File: src/rtl/thermtrip_pkg.sv
package thermtrip_pkg;

    // Number of clock cycles spanned by a window given in microseconds.
    function automatic int unsigned cycles_for_us(input int unsigned clk_hz,
                                                  input int unsigned us);
        int unsigned per_us;
        per_us = clk_hz / 1_000_000;
        if (per_us == 0) per_us = 1;
        return per_us * us;
    endfunction

    typedef struct packed {
        logic tripped;
    } trip_state_t;

endpackage

File: src/rtl/tt_sync.sv
module tt_sync #(
    parameter int STAGES = 2
) (
    input  logic clk,
    input  logic rst_n,
    input  logic d_i,
    output logic q_o
);
    typedef struct packed {
        logic [STAGES-1:0] sh;
    } sync_t;

    sync_t s_d, s_q;

    generate
        if (STAGES == 1) begin : g_single
            always_comb s_d.sh = d_i;
        end else begin : g_chain
            always_comb s_d.sh = {s_q.sh[STAGES-2:0], d_i};
        end
    endgenerate

    always_ff @(posedge clk or negedge rst_n) begin
        if (!rst_n) s_q <= '0;
        else        s_q <= s_d;
    end

    assign q_o = s_q.sh[STAGES-1];
endmodule

File: src/rtl/tt_filter.sv
module tt_filter #(
    parameter int LEN = 2
) (
    input  logic clk,
    input  logic rst_n,
    input  logic level_i,
    output logic confirmed_o
);
    localparam int RW = $clog2(LEN + 1);

    typedef struct packed {
        logic [RW-1:0] run;
    } filt_t;

    filt_t f_d, f_q;

    always_comb begin
        f_d = f_q;
        if (!level_i)
            f_d.run = '0;
        else if (f_q.run != RW'(LEN))
            f_d.run = f_q.run + 1'b1;
    end

    always_ff @(posedge clk or negedge rst_n) begin
        if (!rst_n) f_q <= '0;
        else        f_q <= f_d;
    end

    assign confirmed_o = (f_q.run == RW'(LEN));
endmodule

File: src/rtl/tt_arm_timer.sv
module tt_arm_timer #(
    parameter int CYCLES = 1000
) (
    input  logic clk,
    input  logic rst_n,
    output logic armed_o
);
    localparam int CW = $clog2(CYCLES + 1);

    typedef struct packed {
        logic [CW-1:0] cnt;
    } arm_t;

    arm_t a_d, a_q;

    always_comb begin
        a_d = a_q;
        if (a_q.cnt != CW'(CYCLES))
            a_d.cnt = a_q.cnt + 1'b1;
    end

    always_ff @(posedge clk or negedge rst_n) begin
        if (!rst_n) a_q <= '0;
        else        a_q <= a_d;
    end

    assign armed_o = (a_q.cnt == CW'(CYCLES));
endmodule

File: src/rtl/thermal_trip_guard.sv
module thermal_trip_guard
    import thermtrip_pkg::*;
#(
    parameter int unsigned CLK_HZ      = 100_000_000,
    parameter int unsigned ARM_US      = 10,
    parameter int          SYNC_STAGES = 2,
    parameter int          FILT_LEN    = 2
) (
    input  logic clk,
    input  logic pwr_ok,
    input  logic hot_raw,
    output logic trip_n,
    output logic clk_stop,
    output logic drv_en
);
    localparam int ARM_CYCLES = int'(cycles_for_us(CLK_HZ, ARM_US));

    logic hot_sync;
    logic hot_confirmed;
    logic armed;

    tt_sync #(.STAGES(SYNC_STAGES)) u_sync (
        .clk   (clk),
        .rst_n (pwr_ok),
        .d_i   (hot_raw),
        .q_o   (hot_sync)
    );

    tt_filter #(.LEN(FILT_LEN)) u_filter (
        .clk         (clk),
        .rst_n       (pwr_ok),
        .level_i     (hot_sync),
        .confirmed_o (hot_confirmed)
    );

    tt_arm_timer #(.CYCLES(ARM_CYCLES)) u_arm (
        .clk     (clk),
        .rst_n   (pwr_ok),
        .armed_o (armed)
    );

    trip_state_t t_d, t_q;

    always_comb begin
        t_d = t_q;
        if (armed && hot_confirmed)
            t_d.tripped = 1'b1;
    end

    always_ff @(posedge clk or negedge pwr_ok) begin
        if (!pwr_ok) t_q <= '0;
        else         t_q <= t_d;
    end

    assign trip_n   = ~t_q.tripped;
    assign clk_stop = t_q.tripped;
    assign drv_en   = armed;
endmodule

File: config.mk
export PLATFORM = sky130hd
export DESIGN_NAME = thermal_trip_guard
export DESIGN_NICKNAME = d
export VERILOG_FILES = /design/src/rtl/thermtrip_pkg.sv /design/src/rtl/tt_sync.sv /design/src/rtl/tt_filter.sv /design/src/rtl/tt_arm_timer.sv /design/src/rtl/thermal_trip_guard.sv
export SDC_FILE = /design/constraint.sdc
export NUM_CORES = 1
export LEC_CHECK = 0
export CAP_MARGIN = 20
export CORE_UTILIZATION = 33
export DETAILED_ROUTE_END_ITERATION = 10
export PLACE_DENSITY_LB_ADDON = 0.25
export SYNTH_ARGS = -nofsm -noshare
export SYNTH_HDL_FRONTEND = slang
export SYNTH_SLANG_ARGS = --single-unit
File: constraint.sdc
create_clock -name clk -period 1.3 [get_ports clk]
set_input_delay 0.195 -clock clk [delete_from_list [all_inputs] [get_ports clk]]
set_output_delay 0.195 -clock clk [all_outputs]
set_load 0.005 [all_outputs]
==> impl_metrics.csv, run 1 <==
group,metric,value,unit
pwr,p_total,856.2,uW
layout,fin_util,49.97,%
detailed_routing,drc,0,
layout,drive_gt1_share,37.04,%
critical_path,crit_chain,"inv_1 -> ha_2 -> nand2_2 -> nor4_2 -> buf_2",
critical_path,regToRegSetupSlack,-0.11,ns
yosys,ys_warn_count,0,
global_route,overflow,0,
outcome,failed_checks,"negative setup slack",
detailed_routing,via_per_inst,4.255,
critical_path,cp_num_buf_inv,2,
critical_path,r2r_start,"u_arm.a_q[0]",
place,io_buffers,5,
yosys,synth-edff-count,0,
yosys,synth_cell_types,18,
yosys,seq_area_frac_synth,55.76,%
yosys,syn_nets,63,
sta,slew_viol_final,0,
sta,hold_violations,0,
sta,worstMarginPinSlew,0.2628,ns
pwr,power_density,941.3,mW/mm2
die,die_h,47.17,um
sta,slew_headroom,82.35,%
critical_path,start_kind,"flip-flop",
sta,finalCritPeriodShare,109.9,%
place,placed_cell_area,869.6,um2
clock_network,cts_tree,"yes",
global_route,grt_pass1_wl,1869,um
clock_network,cts_max_path_buffers,2,
detailed_routing,drt_iter0_drc,6,
clock_network,cts_root_buffer,"clkbuf_4",
layout,multiInputGateArea,305.3,um2
outcome,status,"finished with violations",
global_route,gr-usage-all-layers,12.98,%
yosys,synth_area,673.1,um2
critical_path,arrival,1.23,ns
yosys,async_flop_share,100.0,%
layout,antenna_cells,0,
layout,nets,88,
global_route,antenna_found_initial,0,
clock_network,clkLatencyLatePin,0.28,ns
detailed_routing,vias,451,
yosys,ys_ff_latch,15,
die,rows,15,
sta,fin_tns_setup,-0.3425,ns
layout,seq_area,375.4,um2
pwr,ir_worst_vdd,0.7235,mV
critical_path,crit_family,"flip-flops",
die,initial_core_util,36.98,%
global_route,grt_max_degree,16,
pwr,leakage,0.0004694,uW
yosys,synth_most_common_cell,"dfrtp_1",
run,cap_violations,0,
critical_path,r2r_cells,6,
clock_network,clock-sinks,15,
place,gp_congestion,0.7236,
detailed_routing,postRouteWirelength,1060,um
yosys,synth_area_leaders,"dfrtp_1 (56%), xnor2_1 (7.8%), ha_1 (5.6%)",
critical_path,crit_path_max_fanout,2,
critical_path,cp_slowest_stage_delay,0.38,ns
detailed_routing,antenna_left,0,
die,core_area,0.001821,mm2
sta,setup_viol,5,
critical_path,crit_path_top_delay_cell,"dfrtp_1",
clock_network,clk_pin_slew,0.09,ns
global_route,grt_pass1_vias,432,
critical_path,cp-end-kind,"output port",
detailed_routing,dr.pass1.iters,4,
die,die_x,47.17,um
clock_network,cts_hold_buf,0,
place,dp_hpwl,825.7,um
clock_network,htree_levels,1,
sta,fin_skew,0.002204,ns
yosys,yosys.area.top_type,"dfrtp_1",
yosys,synth.avg_cell_area,11.81,um2
layout,fin_area,909.6,um2
yosys,ys_top_cells_by_count,"dfrtp_1 (15), xnor2_1 (6), inv_1 (5)",
critical_path,worstPathRequired,1.11,ns
yosys,synth_flop_cell,"dfrtp_1",
sta,rsz0062_at_grt,"true",
critical_path,timing.rr.end,"u_arm.a_q[1]",
place,dp_slack,-0.3083,ns
yosys,synth_top_area_share,55.76,%
die,ios,6,
layout,area_delta_synth_final,35.13,%
die,fp.dieArea,0.002225,mm2
layout,fillCellCount,171,
yosys,syn_inst,57,
min_path,hold_path.class,"input pin to asynchronous set/reset pin",
sta,layout_min_cycle_time,1.428,ns
sta,layout_setup_ws,-0.1284,ns
detailed_routing,avgRoutedWirePerCell,10.00,um
critical_path,crit_type,"flip-flop to output port",
clock_network,cts_inserted_buffers,3,
sta,max_freq,700.1,MHz
==> through the flow <==
stage	hold WS (ns)	std cells
final	0.2153	106
after global routing	0.2342	106
after CTS	0.2133	106
after detailed placement	0.3482	101
after global placement	0.3347	101
after floorplan	-0.1006	57
==> power breakdown <==
group          internal (uW)  switching, uW  total [uW]
Combinational           49.9           40.8        90.6
Sequential               492           16.4         509
Clock                    114            143         257
==> worst max path at each step <==
stage / from / to / slack (ns) / cells after the start
5_1_grt: u_arm.a_q[0] / drv_en / -0.23 / 5
6_report: u_arm.a_q[0] / drv_en / -0.13 / 5
2_1_floorplan: u_arm.a_q[0] / u_arm.a_q[1] / -0.05 / 5
4_1_cts: u_arm.a_q[7] / u_arm.a_q[1] / -0.12 / 4
3_3_place_gp: u_arm.a_q[0] / drv_en / -0.26 / 5
3_5_place_dp: u_arm.a_q[0] / drv_en / -0.31 / 5
==> registers in the layout, indices dropped and copies added, names as in the netlist <==
signal and cells:
u_sync.s_q 2, u_arm.a_q 10, clk_stop 1, u_filter.f_q 2
==> cell usage in the layout (no fill, tap or decap), drive strengths merged, types with 3 or more instances in the layout <==
cell type	count
nand2	4
nor2	4
inv	5
ha	3
buf	16
clkbuf	4
xor2	4
nand3	4
xnor2	6
dfrtp	15
==> routing by layer <==
| layer | vias to the layer above | GRT usage, % | wire (um) |
|---|---|---|---|
| li1 | 237 | - | - |
| met1 | 208 | 16.95 | 517 |
| met2 | 4 | 18.89 | 502 |
| met3 | 2 | 3.462 | 21 |
| met4 | 0 | 8.571 | 18 |
| met5 | - | 0 | 0 |
==> area by class of cell <==
| type | count | share of cell area (%) |
|---|---|---|
| clock buffers | 3 | 2.476 |
| clock inverters | 1 | 0.5502 |
| inverters | 5 | 2.063 |
| multi-input cells | 37 | 33.56 |
| flip-flops and latches | 15 | 41.27 |
| well taps | 25 | 3.439 |
| repair buffers | 20 | 16.64 |
==> logic make-up after synthesis <==
logic type / share of synthesized area (%)
flip-flops: 55.76
multiplexers: 2.230
adder cells (fa/ha/maj): 5.577
AND/OR/NAND/NOR: 18.59
XOR/XNOR: 13.01
buffers and inverters: 2.788
AO/OA/AOI/OAI: 2.044
==> timing repair <==
| item | CTS | global route |
|---|---|---|
| setup endpoints to repair | 7 | 6 |
| setup buffers | 1 | 0 |
| resized for setup | 7 | 4 |
| pin swaps | 2 | 0 |
| gates cloned | 0 | 0 |
Power figures use the tool's default switching activity.
==> run 2: changes to the inputs <==
--- a/config.mk
+++ b/config.mk
@@ -8,6 +8,7 @@
 export CAP_MARGIN = 20
 export CORE_UTILIZATION = 33
 export DETAILED_ROUTE_END_ITERATION = 10
+export GPL_ROUTABILITY_DRIVEN = 0
 export PLACE_DENSITY_LB_ADDON = 0.25
 export SYNTH_ARGS = -nofsm -noshare
 export SYNTH_HDL_FRONTEND = slang
==> results of run 2 <==
No change in the layout: final DEF, timing and power equal those of run 1.
==> run 3: changes to the inputs <==
--- a/config.mk
+++ b/config.mk
@@ -6,7 +6,7 @@
 export NUM_CORES = 1
 export LEC_CHECK = 0
 export CAP_MARGIN = 20
-export CORE_UTILIZATION = 33
+export CORE_UTILIZATION = 47
 export DETAILED_ROUTE_END_ITERATION = 10
 export GPL_ROUTABILITY_DRIVEN = 0
 export PLACE_DENSITY_LB_ADDON = 0.25
==> impl_metrics.csv, run 3 (synthesis results as in run 1) <==
group,metric,value,unit
outcome,status,"finished with violations",
outcome,failed_checks,"negative setup slack",
detailed_routing,via_per_inst,4.804,
sta,holdWs,0.2226,ns
place,io_buffers,5,
critical_path,crit_chain,"inv_1 -> ha_1 -> nand2_2 -> nor4_2 -> buf_2",
global_route,antenna_found_initial,0,
pwr,switching_share,23.10,%
critical_path,arrival,1.24,ns
sta,fin_skew,0.005443,ns
clock_network,clock-sinks,15,
sta,max_freq,698.7,MHz
clock_network,clkLatencyLatePin,0.28,ns
sta,slew_headroom,82.76,%
layout,drive_gt1_share,34.15,%
pwr,p_total,860.6,uW
layout,antenna_cells,0,
die,core_area,0.001318,mm2
layout,regMostFlops,"u_arm.a_q",
sta,worstMarginPinSlew,0.2567,ns
clock_network,cts_max_path_buffers,2,
clock_network,cts_tree,"yes",
critical_path,cp-end-kind,"output port",
place,dp_hpwl,815.4,um
detailed_routing,dr.pass1.iters,4,
detailed_routing,drt_iter0_drc,6,
pwr,leakage,0.0004631,uW
critical_path,startpoint,"u_arm.a_q[0]",
run,cap_violations,0,
sta,layout_setup_ws,-0.1312,ns
layout,nets,89,
pwr,power_density,946.1,mW/mm2
sta,finalCritPeriodShare,110.1,%
critical_path,cp_num_buf_inv,2,
critical_path,worstPathRequired,1.11,ns
die,ios,6,
clock_network,cts_root_buffer,"clkbuf_4",
clock_network,cts_inserted_buffers,3,
detailed_routing,postRouteWirelength,1198,um
clock_network,htree_levels,1,
pwr,seqPwrFrac,59.1,%
sta,setup_viol,5,
pwr,internal-power,661.8,uW
layout,largest_register_ffs,10,
sta,rsz0062_at_grt,"true",
global_route,grt_max_degree,16,
global_route,gr-usage-all-layers,18.59,%
layout,fin_util,69.04,%
critical_path,cp_slowest_stage_delay,0.38,ns
detailed_routing,drc,0,
layout,area_delta_synth_final,35.13,%
pwr,power.switching,198.8,uW
global_route,grt_pass1_wl,1849,um
die,fp.dieArea,0.001588,mm2
die,rows,13,
layout,fin_area,909.6,um2
critical_path,crit_type,"flip-flop to output port",
detailed_routing,vias,466,
sta,slew_viol_final,0,
global_route,grt_pass1_vias,453,
die,die_x,39.85,um
detailed_routing,avgRoutedWirePerCell,12.35,um
critical_path,crit_path_max_fanout,2,
detailed_routing,antenna_left,0,
layout,final_common_cell,"buf_4",
pwr,p_comb_share,10.9,%
critical_path,crit_family,"flip-flops",
global_route,overflow,0,
die,die_h,39.85,um
place,placed_cell_area,857.1,um2
sta,layout_min_cycle_time,1.431,ns
clock_network,clk_pin_slew,0.09,ns
pwr,p_clk_share,30.1,%
critical_path,crit_path_top_delay_cell,"dfrtp_1",
sta,hold_violations,0,
critical_path,r2r_start,"u_arm.a_q[7]",
layout,fillCellCount,112,
layout,reg_top3,"u_arm.a_q: 10 flops, u_filter.f_q: 2 flops, u_sync.s_q: 2 flops",
layout,mostFrequentLayoutCells,"buf_4 (16), dfrtp_1 (15), xnor2_1 (6)",
min_path,hold_path.class,"input pin to asynchronous set/reset pin",
critical_path,start_kind,"flip-flop",
die,initial_core_util,51.09,%
pwr,ir_worst_vdd,0.8616,mV
run 3: worst paths after layout:
check	to	slack, ns	cells after the start
setup / recovery	drv_en	-0.13	5
hold / removal	u_arm.a_q[5]	0.22	2
setup reg to reg	u_arm.a_q[1]	-0.10	4
hold reg to reg	u_sync.s_q[1]	0.36	0
max in group asynchronous	u_arm.a_q[2]	0.90	2
min in group clk	u_sync.s_q[0]	0.35	1
run 3: what timing repair did:
item | in CTS | in global routing
buffers inserted | 3 | 0
endpoints found under the setup margin | 6 | 7
pin swaps | 3 | 2
hold endpoints to repair | 0 | 0
gates resized for setup | 8 | 1
hold buffers | 0 | 0
run 3: per-layer routing:
metal	vias to the layer above	share of wire, %	track usage (%)
li1	237	-	-
met4	0	1.2	10.34
met1	222	44	21.22
met2	5	52	30.74
met3	2	2.8	5.114
met5	-	0	0
run 3: final cells by class:
type / count / area [um2] / area share (%)
flip-flops and latches: 15 / 375.4 / 41.27
multi-input cells: 37 / 307.8 / 33.84
repair buffers: 21 / 162.7 / 17.88
clock buffers: 4 / 26.28 / 2.889
inverters: 5 / 18.77 / 2.063
well taps: 15 / 18.77 / 2.063
run 3: power by group through the flow:
stage                     combinational [uW]  clock (uW)  sequential (uW)
after floorplan                         66.0           0              514
after global placement                  89.3           0              516
after detailed placement                94.1           0              518
after CTS                               94.6         267              509
after global routing                     117         288              511
final                                   93.4         259              509
run 3: per-stage QoR:
stage	TNS, ns	instances	setup WS, ns
floorplan	-0.04642	57	-0.04642
global placement	-0.3618	91	-0.2482
detailed placement	-0.4047	91	-0.3162
CTS	-0.3166	98	-0.1220
global route	-0.7401	97	-0.2082
finish	-0.2803	97	-0.1312
